--- src/rtl/pcfg_pkg.sv ---
package pcfg_pkg;

  typedef enum logic [2:0] {
    S_IDLE   = 3'd0,
    S_PULSE  = 3'd1,
    S_WAITST = 3'd2,
    S_STREAM = 3'd3,
    S_POST   = 3'd4,
    S_DONE   = 3'd5,
    S_FAIL   = 3'd6
  } pcfg_state_e;

endpackage

--- src/rtl/pcfg_timer.sv ---
// Loadable down counter shared by the restart, status-wait and
// extra-clock phases.
module pcfg_timer #(
  parameter int CW = 8
) (
  input  logic          clk,
  input  logic          rst_n,
  input  logic          load,
  input  logic [CW-1:0] load_val,
  input  logic          dec,
  output logic          is_zero
);

  logic [CW-1:0] cnt_q;

  always_ff @(posedge clk) begin
    if (!rst_n) begin
      cnt_q <= '0;
    end else if (load) begin
      cnt_q <= load_val;
    end else if (dec && (cnt_q != '0)) begin
      cnt_q <= cnt_q - 1'b1;
    end
  end

  assign is_zero = (cnt_q == '0);

endmodule

--- src/rtl/pcfg_retry.sv ---
// Counts retries inside one run and flags when the budget is spent.
module pcfg_retry #(
  parameter int MAX_RETRY = 2,
  parameter int RW        = 2
) (
  input  logic          clk,
  input  logic          rst_n,
  input  logic          clr,
  input  logic          inc,
  output logic [RW-1:0] count,
  output logic          spent
);

  localparam logic [RW-1:0] LIMIT = RW'(MAX_RETRY);

  logic [RW-1:0] cnt_q;

  always_ff @(posedge clk) begin
    if (!rst_n) begin
      cnt_q <= '0;
    end else if (clr) begin
      cnt_q <= '0;
    end else if (inc && (cnt_q != LIMIT)) begin
      cnt_q <= cnt_q + 1'b1;
    end
  end

  assign count = cnt_q;
  assign spent = (cnt_q == LIMIT);

endmodule

--- src/rtl/pcfg_lane.sv ---
// Byte lane: owns the configuration clock and data bus. A byte is
// loaded with the clock low, the clock then rises one cycle later and
// falls again on the edge where the next byte may be loaded.
module pcfg_lane #(
  parameter int DW = 8
) (
  input  logic          clk,
  input  logic          rst_n,
  input  logic          clear,
  input  logic          en_stream,
  input  logic          en_post,
  input  logic          in_valid,
  input  logic [DW-1:0] in_data,
  input  logic          in_last,
  output logic          in_ready,
  output logic          dclk,
  output logic [DW-1:0] bus,
  output logic          stream_end,
  output logic          dclk_high
);

  logic          dclk_q;
  logic          pend_q;
  logic          last_q;
  logic [DW-1:0] bus_q;
  logic          take;

  // Ready while the clock is high (it falls now) or nothing is pending.
  assign in_ready   = en_stream && !last_q && (dclk_q || !pend_q);
  assign take       = in_valid && in_ready;
  assign stream_end = en_stream && last_q && pend_q && dclk_q;
  assign dclk_high  = dclk_q;

  always_ff @(posedge clk) begin
    if (!rst_n || clear) begin
      dclk_q <= 1'b0;
      pend_q <= 1'b0;
      last_q <= 1'b0;
      bus_q  <= '0;
    end else if (en_stream) begin
      if (take) begin
        bus_q  <= in_data;
        pend_q <= 1'b1;
        last_q <= in_last;
        dclk_q <= 1'b0;
      end else if (dclk_q) begin
        dclk_q <= 1'b0;
        pend_q <= 1'b0;
      end else if (pend_q) begin
        dclk_q <= 1'b1;
      end
    end else if (en_post) begin
      dclk_q <= ~dclk_q;
    end
  end

  assign dclk = dclk_q;
  assign bus  = bus_q;

endmodule

--- src/rtl/pcfg_host_seq.sv ---
module pcfg_host_seq
  import pcfg_pkg::*;
#(
  parameter int RST_CYCLES     = 4,
  parameter int STATUS_TIMEOUT = 16,
  parameter int INIT_CLOCKS    = 8,
  parameter int MAX_RETRY      = 2,
  parameter int CW             = 8,
  parameter int RW             = $clog2(MAX_RETRY + 1)
) (
  input  logic          clk,
  input  logic          rst_n,
  input  logic          start,
  input  logic          src_valid,
  output logic          src_ready,
  input  logic [7:0]    src_data,
  input  logic          src_last,
  output logic          src_rewind,
  output logic          cfg_restart_n,
  input  logic          cfg_status_n,
  input  logic          cfg_done,
  output logic          cfg_dclk,
  output logic [7:0]    cfg_data,
  output logic          busy,
  output logic          done,
  output logic          error,
  output logic [RW-1:0] retry_cnt
);

  localparam logic [CW-1:0] RST_LD  = CW'(RST_CYCLES - 1);
  localparam logic [CW-1:0] TO_LD   = CW'(STATUS_TIMEOUT - 1);
  localparam logic [CW-1:0] INIT_LD = CW'(INIT_CLOCKS - 1);

  pcfg_state_e   state_q, state_d;
  logic          tmr_load, tmr_dec, tmr_zero;
  logic [CW-1:0] tmr_val;
  logic          rty_clr, rty_inc, rty_spent;
  logic          bad;
  logic          rewind_q, rewind_d;
  logic          lane_clr, lane_end, lane_high;

  pcfg_timer #(.CW(CW)) tmr_i (
    .clk      (clk),
    .rst_n    (rst_n),
    .load     (tmr_load),
    .load_val (tmr_val),
    .dec      (tmr_dec),
    .is_zero  (tmr_zero)
  );

  pcfg_retry #(.MAX_RETRY(MAX_RETRY), .RW(RW)) rty_i (
    .clk   (clk),
    .rst_n (rst_n),
    .clr   (rty_clr),
    .inc   (rty_inc),
    .count (retry_cnt),
    .spent (rty_spent)
  );

  pcfg_lane #(.DW(8)) lane_i (
    .clk        (clk),
    .rst_n      (rst_n),
    .clear      (lane_clr),
    .en_stream  (state_q == S_STREAM),
    .en_post    (state_q == S_POST),
    .in_valid   (src_valid),
    .in_data    (src_data),
    .in_last    (src_last),
    .in_ready   (src_ready),
    .dclk       (cfg_dclk),
    .bus        (cfg_data),
    .stream_end (lane_end),
    .dclk_high  (lane_high)
  );

  // Attempt-failure detection per phase.
  always_comb begin
    bad = 1'b0;
    unique case (state_q)
      S_WAITST: bad = !cfg_status_n && tmr_zero;
      S_STREAM: bad = !cfg_status_n;
      S_POST:   bad = !cfg_status_n || (!cfg_done && lane_high && tmr_zero);
      default:  bad = 1'b0;
    endcase
  end

  always_comb begin
    state_d  = state_q;
    tmr_load = 1'b0;
    tmr_val  = RST_LD;
    tmr_dec  = 1'b0;
    rty_clr  = 1'b0;
    rty_inc  = 1'b0;
    rewind_d = 1'b0;
    if (bad) begin
      if (rty_spent) begin
        state_d = S_FAIL;
      end else begin
        state_d  = S_PULSE;
        tmr_load = 1'b1;
        tmr_val  = RST_LD;
        rty_inc  = 1'b1;
        rewind_d = 1'b1;
      end
    end else begin
      unique case (state_q)
        S_IDLE, S_DONE, S_FAIL: begin
          if (start) begin
            state_d  = S_PULSE;
            tmr_load = 1'b1;
            tmr_val  = RST_LD;
            rty_clr  = 1'b1;
          end
        end
        S_PULSE: begin
          if (tmr_zero) begin
            state_d  = S_WAITST;
            tmr_load = 1'b1;
            tmr_val  = TO_LD;
          end else begin
            tmr_dec = 1'b1;
          end
        end
        S_WAITST: begin
          if (cfg_status_n) state_d = S_STREAM;
          else              tmr_dec = 1'b1;
        end
        S_STREAM: begin
          if (lane_end) begin
            state_d  = S_POST;
            tmr_load = 1'b1;
            tmr_val  = INIT_LD;
          end
        end
        S_POST: begin
          if (cfg_done)       state_d = S_DONE;
          else if (lane_high) tmr_dec = 1'b1;
        end
        default: state_d = S_IDLE;
      endcase
    end
  end

  // Park the lane whenever the next state is not a clocking phase.
  assign lane_clr = !((state_d == S_STREAM) || (state_d == S_POST));

  always_ff @(posedge clk) begin
    if (!rst_n) begin
      state_q  <= S_IDLE;
      rewind_q <= 1'b0;
    end else begin
      state_q  <= state_d;
      rewind_q <= rewind_d;
    end
  end

  assign src_rewind    = rewind_q;
  assign cfg_restart_n = (state_q != S_PULSE);
  assign done          = (state_q == S_DONE);
  assign error         = (state_q == S_FAIL);
  assign busy          = !((state_q == S_IDLE) || (state_q == S_DONE) || (state_q == S_FAIL));

endmodule

--- config.mk ---
export PLATFORM = sky130hd
export DESIGN_NAME = pcfg_host_seq
export DESIGN_NICKNAME = d
export VERILOG_FILES = /design/src/rtl/pcfg_pkg.sv /design/src/rtl/pcfg_timer.sv /design/src/rtl/pcfg_retry.sv /design/src/rtl/pcfg_lane.sv /design/src/rtl/pcfg_host_seq.sv
export SDC_FILE = /design/constraint.sdc
export NUM_CORES = 1
export LEC_CHECK = 0
export BUFFER_PORTS_ARGS = -buffer_cell sky130_fd_sc_hd__buf_2
export CORE_ASPECT_RATIO = 0.9
export CORE_MARGIN = 2
export CORE_UTILIZATION = 36
export CTS_CLUSTER_DIAMETER = 150
export DETAILED_ROUTE_END_ITERATION = 7
export PLACE_DENSITY = 0.66
export SLEW_MARGIN = 40
export SYNTH_ARGS = -nofsm -noshare
export SYNTH_HDL_FRONTEND = slang
export SYNTH_HIERARCHICAL = 1
export SYNTH_SLANG_ARGS = --single-unit
--- constraint.sdc ---
create_clock -name clk -period 3.8 [get_ports clk]
set_clock_uncertainty 0.1 [all_clocks]
set_input_delay 0.57 -clock clk [delete_from_list [all_inputs] [get_ports clk]]
set_output_delay 0.57 -clock clk [all_outputs]
set_load 0.1 [all_outputs]
==> results of run 1 <==
-- worst reg2reg max path: cells and delay by family, from the launching register on --
kind	cells	cell delay (ns)
AND/OR/NAND/NOR	7	2.18
buffers and inverters	1	0.18
flip-flops	1	0.36
AO/OA/AOI/OAI	1	0.37
-- routing by layer --
| metal | vias up | share of wire (%) | GRT usage, % |
|---|---|---|---|
| met5 | - | 0 | 0 |
| met1 | 626 | 51 | 18.8 |
| li1 | 752 | - | - |
| met2 | 33 | 43 | 24.0 |
| met3 | 2 | 4.9 | 4.12 |
| met4 | 0 | 0.38 | 1.97 |
-- where the power goes --
part / switching, mW / internal (mW) / leakage, nW
combinational: 0.462 / 0.295 / 0.519
sequential: 0.0727 / 0.311 / 0.203
clock: 0.0836 / 0.0733 / 0.0255
-- cell families after synthesis --
logic type / after synthesis
fa+ha+maj: 3
other cells: 2
simple gates: 75
buf+inv: 23
mux: 6
compound gates: 53
xor+xnor: 5
flops: 25
-- layout make-up --
type	count	area [µm²]
Clock buffer	3	41.3
Clock inverter	1	5.00
Fill cell	472	2550
Inverter	10	37.5
Multi-Input combinational cell	148	1040
Sequential cell	25	500
Tap cell	62	77.6
Timing Repair Buffer	34	178
-- worst max-delay path by stage --
stage	end	slack, ns	cells after the start
after floorplan	tmr_i/cnt_q[1]$_SDFFE_PN0P_	0.46	9
after global placement	tmr_i/cnt_q[1]$_SDFFE_PN0P_	0.61	9
after detailed placement	tmr_i/cnt_q[1]$_SDFFE_PN0P_	0.59	9
after CTS	tmr_i/cnt_q[1]$_SDFFE_PN0P_	0.55	9
after global routing	tmr_i/cnt_q[1]$_SDFFE_PN0P_	0.40	9
final	tmr_i/cnt_q[1]$_SDFFE_PN0P_	0.56	9
-- cells in the final DEF, fill, tap and decap left out, types with 4 or more instances in the layout --
cell type	instances
nand4_1	9
dfxtp_1	25
o31ai_1	11
nand3_1	4
a21oi_1	15
inv_1	10
o21ai_0	8
nor2_1	15
buf_2	31
mux2i_1	5
xnor2_1	4
nand2_1	5
o21a_1	4
nand2b_1	9
conb_1	6
-- state kept, by name (all words and copies together) (netlist names) --
| signal | cells |
|---|---|
| lane_i/dclk | 1 |
| state_q | 3 |
| lane_i/last_q | 1 |
| lane_i/pend_q | 1 |
| tmr_i/cnt_q | 8 |
| lane_i/bus | 8 |
| rty_i/count | 2 |
| src_rewind | 1 |
==> metrics.cfg, run 1 <==
[outcome]
status=completed

[yosys]
ys_top_cells_by_count=dfxtp_1 (25), a21oi_1 (15), nor2_1 (15), o31ai_1 (11), inv_1 (10)
syn_area_per_cell_um2=8.55
synth_top_area_cell=dfxtp_1
syn_inst=192
synthAdderAreaFrac_pct=2.29
synth_area_leaders=dfxtp_1 (30%), o31ai_1 (5.0%), a21oi_1 (4.6%)
synth.most_common_cell=dfxtp_1
synth_top_family_by_area=simple AND/OR/NAND/NOR gates
synth_flop_cell=dfxtp_1
synth-simple-area-share_pct=29.5
yosysWarnings=6
synthArstFlopShare_pct=0
synth-xor-area-share_pct=2.67
netlist.area_leader.share_pct=30.5
seq_area_frac_synth_pct=30.5
synth_area_mm2=0.00164
synthMuxAreaShare_pct=3.73
ys_seq_elements=25
synth_enable_flop_cells=0
synth_compound_area_share_pct=23.8
synth_cell_types=59

[grt]
grt_pass1_vias=1324
overflow=0
grt_max_degree=17
grt_usage_pct=14.3
antenna_found_initial=0
grt_pass1_wl_mm=5.81

[power_and_ir_drop]
p_leak_nw=0.748
peakVddDrop_uv=279
powerDensity_mw_per_mm2=691
power_mw=1.30

[timing]
setup_violations=0
setup_tns_ns=0
worst_slew_margin_rel_pct=57.7
fmax_mhz=308
fin_crit_sh_pct=85.4
holdWs_ns=0.369
timing.final.hold_violations=0
fin_ws_ns=0.556
worst_pin_slew_ns=0.633
slew_viol_final=0
rsz0062_at_grt=no
finalCriticalPeriod_ns=3.24

[flow_run]
cap_violations=0

[setup_path]
timing.rr.start=tmr_i/cnt_q[2]$_SDFFE_PN0P_
path_cells=or4_4 -> nor4_1 -> buf_4 -> nor2_1 -> o31a_2 -> and4bb_4 -> or3_1 -> or4b_2 -> nand3_1
worstSetupStartpointType=flop
reg2regPathDepth=9
worstPathArrival_ns=3.35
crit_type=flop to flop
crit_buf_inv=1
cp-startpoint=tmr_i/cnt_q[2]$_SDFFE_PN0P_
cp_max_fo=7
critPathMaxStageDelay_ns=0.67
slowest_stage=or4b_2
cp.required_ns=3.91
critPathTopFamily=simple AND/OR/NAND/NOR gates
r2r-end=tmr_i/cnt_q[1]$_SDFFE_PN0P_
worst-r2r-setup-slack_ns=0.56
endpoint_kind=flop

[clock_tree]
cts.path.max_buffers=2
post_cts_buffers=0
cts-root-buf=clkbuf_8
cts_tree=built
cts_buffers=3
worstSkewPairLatency_ns=0.27
cts_sinks=25
clk_transition_reported_paths_ns=0.09
cts_resized=0
h-tree-depth=1
hold_buffers=0

[floorplanning]
rows=23
core-area_mm2=0.00443
initial_core_util_pct=37.0
die_y_um=68.1
die_w_um=75.2
ios=32
die_area_mm2=0.00512

[detailed_routing]
vias=1413
drt_iter0_drc=32
drc=0
routed_wl_mm=3.43
routed_via_density=4.99
ant_nets=0
firstDrtPassIters=4
wire_per_inst_um=12.1

[place]
hpwlAfterDp_mm=2.57
routabilityCongestion=0.795
dp_cells=279
dp_slack_ns=0.592
io_buffers=31
place_area_mm2=0.00183

[layout]
final_core_util_pct=42.4
antennaDiodeCount=0
drive_gt1_share_pct=25.3
final_area_mm2=0.00188
syn_to_final_growth_pct=14.5
layout.nets=240
stdcell_count=283

[worst_hold_path]
hp-start=lane_i/bus[4]$_SDFFE_PP0P_
hold-path-endpoint=lane_i/bus[4]$_SDFFE_PP0P_
hp-class=flop to flop
hold_depth=2

Note: power is estimated with default switching activity, not from simulation.
==> run 2: changes to the inputs <==
--- a/config.mk
+++ b/config.mk
@@ -15,5 +15,4 @@
 export SLEW_MARGIN = 40
 export SYNTH_ARGS = -nofsm -noshare
 export SYNTH_HDL_FRONTEND = slang
-export SYNTH_HIERARCHICAL = 1
 export SYNTH_SLANG_ARGS = --single-unit
==> run 2 against run 1 <==
- maximum frequency is 21% higher
- count of clock-buffer cells in the layout stayed put
- register-to-register slack better by 0.77 ns
- final cell count is 7.8% lower
- sequential cell count stayed put
- worst hold slack better by 0.056 ns
- sequential share of layout area is 0.80 points higher
- synthesized cell count is 10% lower
- highest routed layer unchanged
- synthesized area is 3.3% lower
==> metrics.cfg, run 2 <==
[clock_tree]
worstSkewPairLatency_ns=0.27  ; about the same
cts_resized=0  ; unchanged
hold_buffers=0  ; unchanged
clk_transition_reported_paths_ns=0.09  ; about the same
cts-root-buf=clkbuf_8
cts.path.max_buffers=2  ; unchanged
h-tree-depth=1  ; unchanged
cts_sinks=25  ; unchanged
cts_buffers=3  ; unchanged
cts_tree=built
post_cts_buffers=0  ; unchanged

[layout]
antennaDiodeCount=0  ; unchanged
register_area_um2=500  ; unchanged
final_cell_mix=buf_2 (31), dfxtp_1 (25), nor3_2 (11)
mostFrequentLayoutCell=buf_2
drive_gt1_share_pct=26.9  ; +1.5 points
final_area_mm2=0.00182  ; -2.9%
fillers=420  ; -11%
layout.nets=220  ; -8.3%
multi_input_area_mm2=0.00101  ; -2.8%
syn_to_final_growth_pct=14.9

[floorplanning]
die_area_mm2=0.00496  ; -3.1%
core-area_mm2=0.00416  ; -6.2%
die_w_um=74.0  ; -1.6%
rows=22  ; -4.3%
initial_core_util_pct=38.2  ; +1.2 points
die_y_um=67.0  ; -1.6%
ios=32  ; unchanged

[flow_run]
cap_violations=0  ; unchanged

[place]
routabilityCongestion=0.826  ; +3.8%
hpwlAfterDp_mm=2.56  ; -0.49%
io_buffers=31  ; unchanged
place_area_mm2=0.00178  ; -3.1%
dp_slack_ns=1.37  ; +0.781 ns

[timing]
timing.final.hold_violations=0  ; unchanged
rsz0062_at_grt=no
worst_pin_slew_ns=0.699  ; +0.0660 ns
fin_crit_sh_pct=70.4  ; -15 points
slew_viol_final=0  ; unchanged
worst_slew_margin_rel_pct=53.1  ; -4.6 points
setup_violations=0  ; unchanged
fin_ws_ns=1.12  ; +0.568 ns
finalCriticalPeriod_ns=2.68  ; -0.568 ns
fmax_mhz=374  ; +21%
setup_tns_ns=0  ; unchanged

[setup_path]
cp.required_ns=3.13  ; -0.78 ns
critPathTopFamily=flip-flops
worstSetupStartpointType=flop
slowest_stage=dfxtp_1
path_cells=nand3b_1 -> nor3_2 -> buf_2
cp_max_fo=14  ; +7
crit_buf_inv=1  ; unchanged
endpoint_kind=output port
crit_type=flop to output port
worst-r2r-setup-slack_ns=1.33  ; +0.77 ns
worstPathArrival_ns=2.01  ; -1.34 ns
critPathMaxStageDelay_ns=0.65  ; -0.02 ns

[yosys]
synth.most_common_cell=dfxtp_1
netlist.area_leader.share_pct=31.5  ; +1.0 points
synth_flop_cell=dfxtp_1
syn_inst=172  ; -10%
synth_top_area_cell=dfxtp_1
synth_enable_flop_cells=0  ; unchanged
synthArstFlopShare_pct=0  ; unchanged
synth_cell_types=54  ; -8.5%
ys_seq_elements=25  ; unchanged
synth_nets=190
seq_area_frac_synth_pct=31.5  ; +1.0 points
ys_top_cells_by_count=dfxtp_1 (25), nand2_1 (10), nor2_1 (10), nor3_2 (10), mux2i_1 (9)
syn_area_per_cell_um2=9.23  ; +8.0%
synth_area_mm2=0.00159  ; -3.3%
yosysWarnings=0  ; -6
synth_area_leaders=dfxtp_1 (32%), nor3_2 (6.3%), mux2i_1 (5.7%)

[detailed_routing]
wire_per_inst_um=12.9  ; +6.1%
drc=0  ; unchanged
ant_nets=0  ; unchanged
drt_iter0_drc=89  ; +180%
firstDrtPassIters=4  ; unchanged
routed_via_density=5.30  ; +6.2%
routed_wl_mm=3.36  ; -2.2%
vias=1384  ; -2.1%

[grt]
overflow=0  ; unchanged
grt_pass1_vias=1243  ; -6.1%
grt_usage_pct=14.7  ; +0.42 points
antenna_found_initial=0  ; unchanged
grt_max_degree=19  ; +2
grt_pass1_wl_mm=5.61  ; -3.4%

[outcome]
status=completed

[power_and_ir_drop]
p_leak_nw=0.731  ; -2.3%
peakVddDrop_uv=261  ; -6.5%
powerDensity_mw_per_mm2=668  ; -3.3%
power_mw=1.22  ; -6.1%

[worst_hold_path]
hp-class=flop to flop

-- run 2: cell count changes after synthesis, moves of 4 or more --
cell and delta:
nand2b_1 -8, nand4_1 -8, nor3_2 +10, a21oi_1 -9
o31ai_1 -11, nor4b_1 +4, nand2_1 +5, nor2_1 -5
mux2i_1 +4, o21ai_0 -4
-- run 2: cell type report --
| cell class | count | share of cell area, % |
|---|---|---|
| multi-input combinational | 133 | 55.4 |
| clock buffer | 3 | 2.26 |
| tap | 60 | 4.12 |
| clock inverter | 1 | 0.412 |
| sequential | 25 | 27.4 |
| timing repair buffer | 32 | 8.92 |
| inverter | 7 | 1.44 |
-- run 2: path summary, 6_finish.rpt --
| check | from | to | cells after the start |
|---|---|---|---|
| setup / recovery | state_q[0]$_SDFF_PN0_ | src_ready | 3 |
| hold / removal | tmr_i.cnt_q[3]$_SDFFE_PN0P_ | tmr_i.cnt_q[3]$_SDFFE_PN0P_ | 2 |
| setup reg to reg | state_q[2]$_SDFF_PN0_ | lane_i.dclk$_SDFFE_PP0P_ | 5 |
| hold reg to reg | tmr_i.cnt_q[3]$_SDFFE_PN0P_ | tmr_i.cnt_q[3]$_SDFFE_PN0P_ | 2 |
-- run 2: cells by family after synthesis --
kind of cell    after synthesis  share of synthesized area, %
mux                           9                          5.67
simple gates                 72                          31.5
flops                        25                          31.5
xor+xnor                      7                          3.86
compound gates               41                          19.3
fa+ha+maj                     4                          2.99
buf+inv                      14                          5.12
-- run 2: per-layer routing --
layer / global-route usage [%] / routed length, µm
met2: 22.7 / 1500
met3: 1.51 / 123
met4: 6.36 / 57
met1: 20.7 / 1680
met5: 0 / 0
-- run 2: report_power, final --
part	internal, mW	total [mW]	switching, mW
clock	0.0743	0.160	0.0852
sequential	0.301	0.363	0.0621
combinational	0.247	0.696	0.448
total	0.623	1.22	0.596
-- run 2: metrics by stage --
step | utilization [%] | hold slack, ns | instances
global route | 43.9 | 0.457 | 261
finish | 43.9 | 0.425 | 261
CTS | 43.9 | 0.426 | 261
global placement | 42.7 | 0.408 | 257
detailed placement | 42.7 | 0.412 | 257
floorplan | - | 0.380 | 172
-- run 2: worst register-to-register path, cell delays in order, from the launching register on --
cell	delay, ns
dfxtp_1	0.69
nand3b_1	0.32
a21oi_1	0.16
a211oi_1	0.43
nand2_1	0.42
nor4_1	0.27
==> run 3: changes to the inputs <==
--- a/config.mk
+++ b/config.mk
@@ -11,7 +11,7 @@
 export CORE_UTILIZATION = 36
 export CTS_CLUSTER_DIAMETER = 150
 export DETAILED_ROUTE_END_ITERATION = 7
-export PLACE_DENSITY = 0.66
+export PLACE_DENSITY = 0.68
 export SLEW_MARGIN = 40
 export SYNTH_ARGS = -nofsm -noshare
 export SYNTH_HDL_FRONTEND = slang
==> constraint.sdc (replaced) <==
create_clock -name clk -period 2.2 [get_ports clk]
set_clock_uncertainty 0.1 [all_clocks]
set_input_delay 0.33 -clock clk [delete_from_list [all_inputs] [get_ports clk]]
set_output_delay 0.33 -clock clk [all_outputs]
set_load 0.1 [all_outputs]
==> run 3 against run 2 <==
- total power is 95% higher
- utilization is 5.0 points higher
- sequential power is 76% higher
- largest cell class unchanged
==> metrics.cfg, run 3 (same netlist as run 2, synthesis figures left out) <==
[place]
place_area_mm2=0.00193  ; +9.0%
io_buffers=31  ; unchanged
hpwlAfterDp_mm=2.76  ; +7.7%
dp_slack_ns=0.0254  ; -1.35 ns
routabilityCongestion=0.867  ; +5.0%

[floorplanning]
core-area_mm2=0.00416  ; unchanged
ios=32  ; unchanged
rows=22  ; unchanged
die_w_um=74.0  ; unchanged
die_y_um=67.0  ; unchanged
die_area_mm2=0.00496  ; unchanged
initial_core_util_pct=38.2  ; unchanged

[setup_path]
critPathTopFamily=simple AND/OR/NAND/NOR gates
cp-startpoint=state_q[2]$_SDFF_PN0_
worstPathArrival_ns=1.71  ; -0.30 ns
cp.required_ns=1.77  ; -1.36 ns
reg2regPathDepth=5  ; unchanged
worstSetupStartpointType=flop
crit_buf_inv=2  ; +1
cp.depth=4  ; +1
timing.rr.start=state_q[1]$_SDFF_PN0_
crit_type=flop to output port
cp_max_fo=16  ; +2
path_cells=nand3b_1 -> buf_4 -> nor3_4 -> buf_12
crit_end=src_ready
r2r-end=tmr_i.cnt_q[3]$_SDFFE_PN0P_
critPathMaxStageDelay_ns=0.42  ; -0.23 ns
endpoint_kind=output port
worst-r2r-setup-slack_ns=0.15  ; -1.18 ns
slowest_stage=dfxtp_2

[grt]
grt_max_degree=17  ; -2
antenna_found_initial=0  ; unchanged
grt.met3_usage_pct=1.82  ; +0.30 points
grtUsageMet2_pct=23.8  ; +1.1 points
grtUsageMet1_pct=23.1  ; +2.5 points
grt_pass1_vias=1282  ; +3.1%
grt_usage_pct=15.9  ; +1.1 points
grt_pass1_wl_mm=6.09  ; +8.5%
overflow=0  ; unchanged
top_usage_layer=met2

[layout]
layout.nets=236  ; +7.3%
final_cell_mix=buf_2 (30), dfxtp_1 (21), buf_4 (17)
final_core_util_pct=48.9  ; +5.0 points
drive_gt1_share_pct=37.3  ; +10 points
syn_to_final_growth_pct=28.0
multi_input_area_mm2=0.00107  ; +5.9%
mostFrequentLayoutCell=buf_2
antennaDiodeCount=0  ; unchanged
fillers=403  ; -4.0%
final_area_mm2=0.00203  ; +11%
register_area_um2=513  ; +2.5%

[timing]
timing.final.hold_violations=0  ; unchanged
worst_slew_margin_rel_pct=67.6  ; +15 points
fmax_mhz=468
slew_viol_final=0  ; unchanged
fin_ws_ns=0.0638  ; -1.06 ns
worst_pin_slew_ns=0.489  ; -0.210 ns
rsz0062_at_grt=yes
fin_crit_sh_pct=97.1
setup_tns_ns=0  ; unchanged
finalCriticalPeriod_ns=2.14
setup_violations=0  ; unchanged

[clock_tree]
cts_sinks=25  ; unchanged
hold_buffers=0  ; unchanged
clk_transition_reported_paths_ns=0.09  ; about the same
cts_tree=built
cts-root-buf=clkbuf_8
h-tree-depth=1  ; unchanged
cts.path.max_buffers=2  ; unchanged
cts_buffers=3  ; unchanged
worstSkewPairLatency_ns=0.27  ; about the same

[power_and_ir_drop]
p_leak_nw=0.833  ; +14%
power_mw=2.37  ; +95%
powerDensity_mw_per_mm2=1170  ; +75%
peakVddDrop_uv=440  ; +68%

[detailed_routing]
drt_iter0_drc=66  ; -26%
vias=1449  ; +4.7%
ant_nets=0  ; unchanged
wire_per_inst_um=13.4  ; +3.9%
firstDrtPassIters=4  ; unchanged
routed_via_density=5.23  ; -1.4%
drc=0  ; unchanged
routed_wl_mm=3.70  ; +10%

[flow_run]
cap_violations=0  ; unchanged

[outcome]
status=completed

[worst_hold_path]
hp-class=input pin to flop

run 3: power breakdown:
group / internal (mW) / switching (mW) / total (mW)
Combinational: 0.595 / 0.853 / 1.45
Clock: 0.129 / 0.156 / 0.285
Sequential: 0.529 / 0.109 / 0.638
run 3: worst register-to-register path: cells and delay by family (launching register included):
family,cells,cell delay [ns]
AO/OA/AOI/OAI,3,0.79
AND/OR/NAND/NOR,2,0.62
flip-flops,1,0.45
run 3: stage by stage:
step	cells	hold slack (ns)
after floorplan	172	0.358
after global placement	273	0.407
after detailed placement	273	0.411
after CTS	277	0.219
after global routing	277	0.226
final	277	0.212
run 3: repair_timing:
action                                 in CTS  in global routing
gates resized for setup                     2                  8
pin swaps                                   0                  1
endpoints found under the hold margin       0                  0
setup endpoints to repair                   1                 18
buffers inserted                            0                  0
run 3: metal layers:
| layer | share of wire [%] | vias to the layer above |
|---|---|---|
| met2 | 44 | 32 |
| li1 | - | 739 |
| met4 | 1.4 | 0 |
| met3 | 3.6 | 5 |
| met1 | 51 | 673 |
| met5 | 0 | - |
run 3: how the worst min path moves through the flow:
stage                                            from                          end  slack, ns  depth (start not counted)
after floorplan                                 rst_n     lane_i.dclk$_SDFFE_PP0P_       0.36                          2
after global placement    tmr_i.cnt_q[3]$_SDFFE_PN0P_  tmr_i.cnt_q[3]$_SDFFE_PN0P_       0.41                          2
after detailed placement  tmr_i.cnt_q[3]$_SDFFE_PN0P_  tmr_i.cnt_q[3]$_SDFFE_PN0P_       0.41                          2
after CTS                                 src_data[0]   lane_i.bus[0]$_SDFFE_PP0P_       0.22                          3
after global routing                      src_data[3]   lane_i.bus[3]$_SDFFE_PP0P_       0.23                          3
final                                     src_data[1]   lane_i.bus[1]$_SDFFE_PP0P_       0.21                          3
run 3: area by class of cell:
type / instances / share of cell area, %
inverters: 7 / 1.29
clock inverters: 1 / 0.369
well taps: 60 / 3.69
clock buffers: 3 / 2.03
multi-input cells: 133 / 52.7
repair buffers: 48 / 14.7
flip-flops and latches: 25 / 25.2
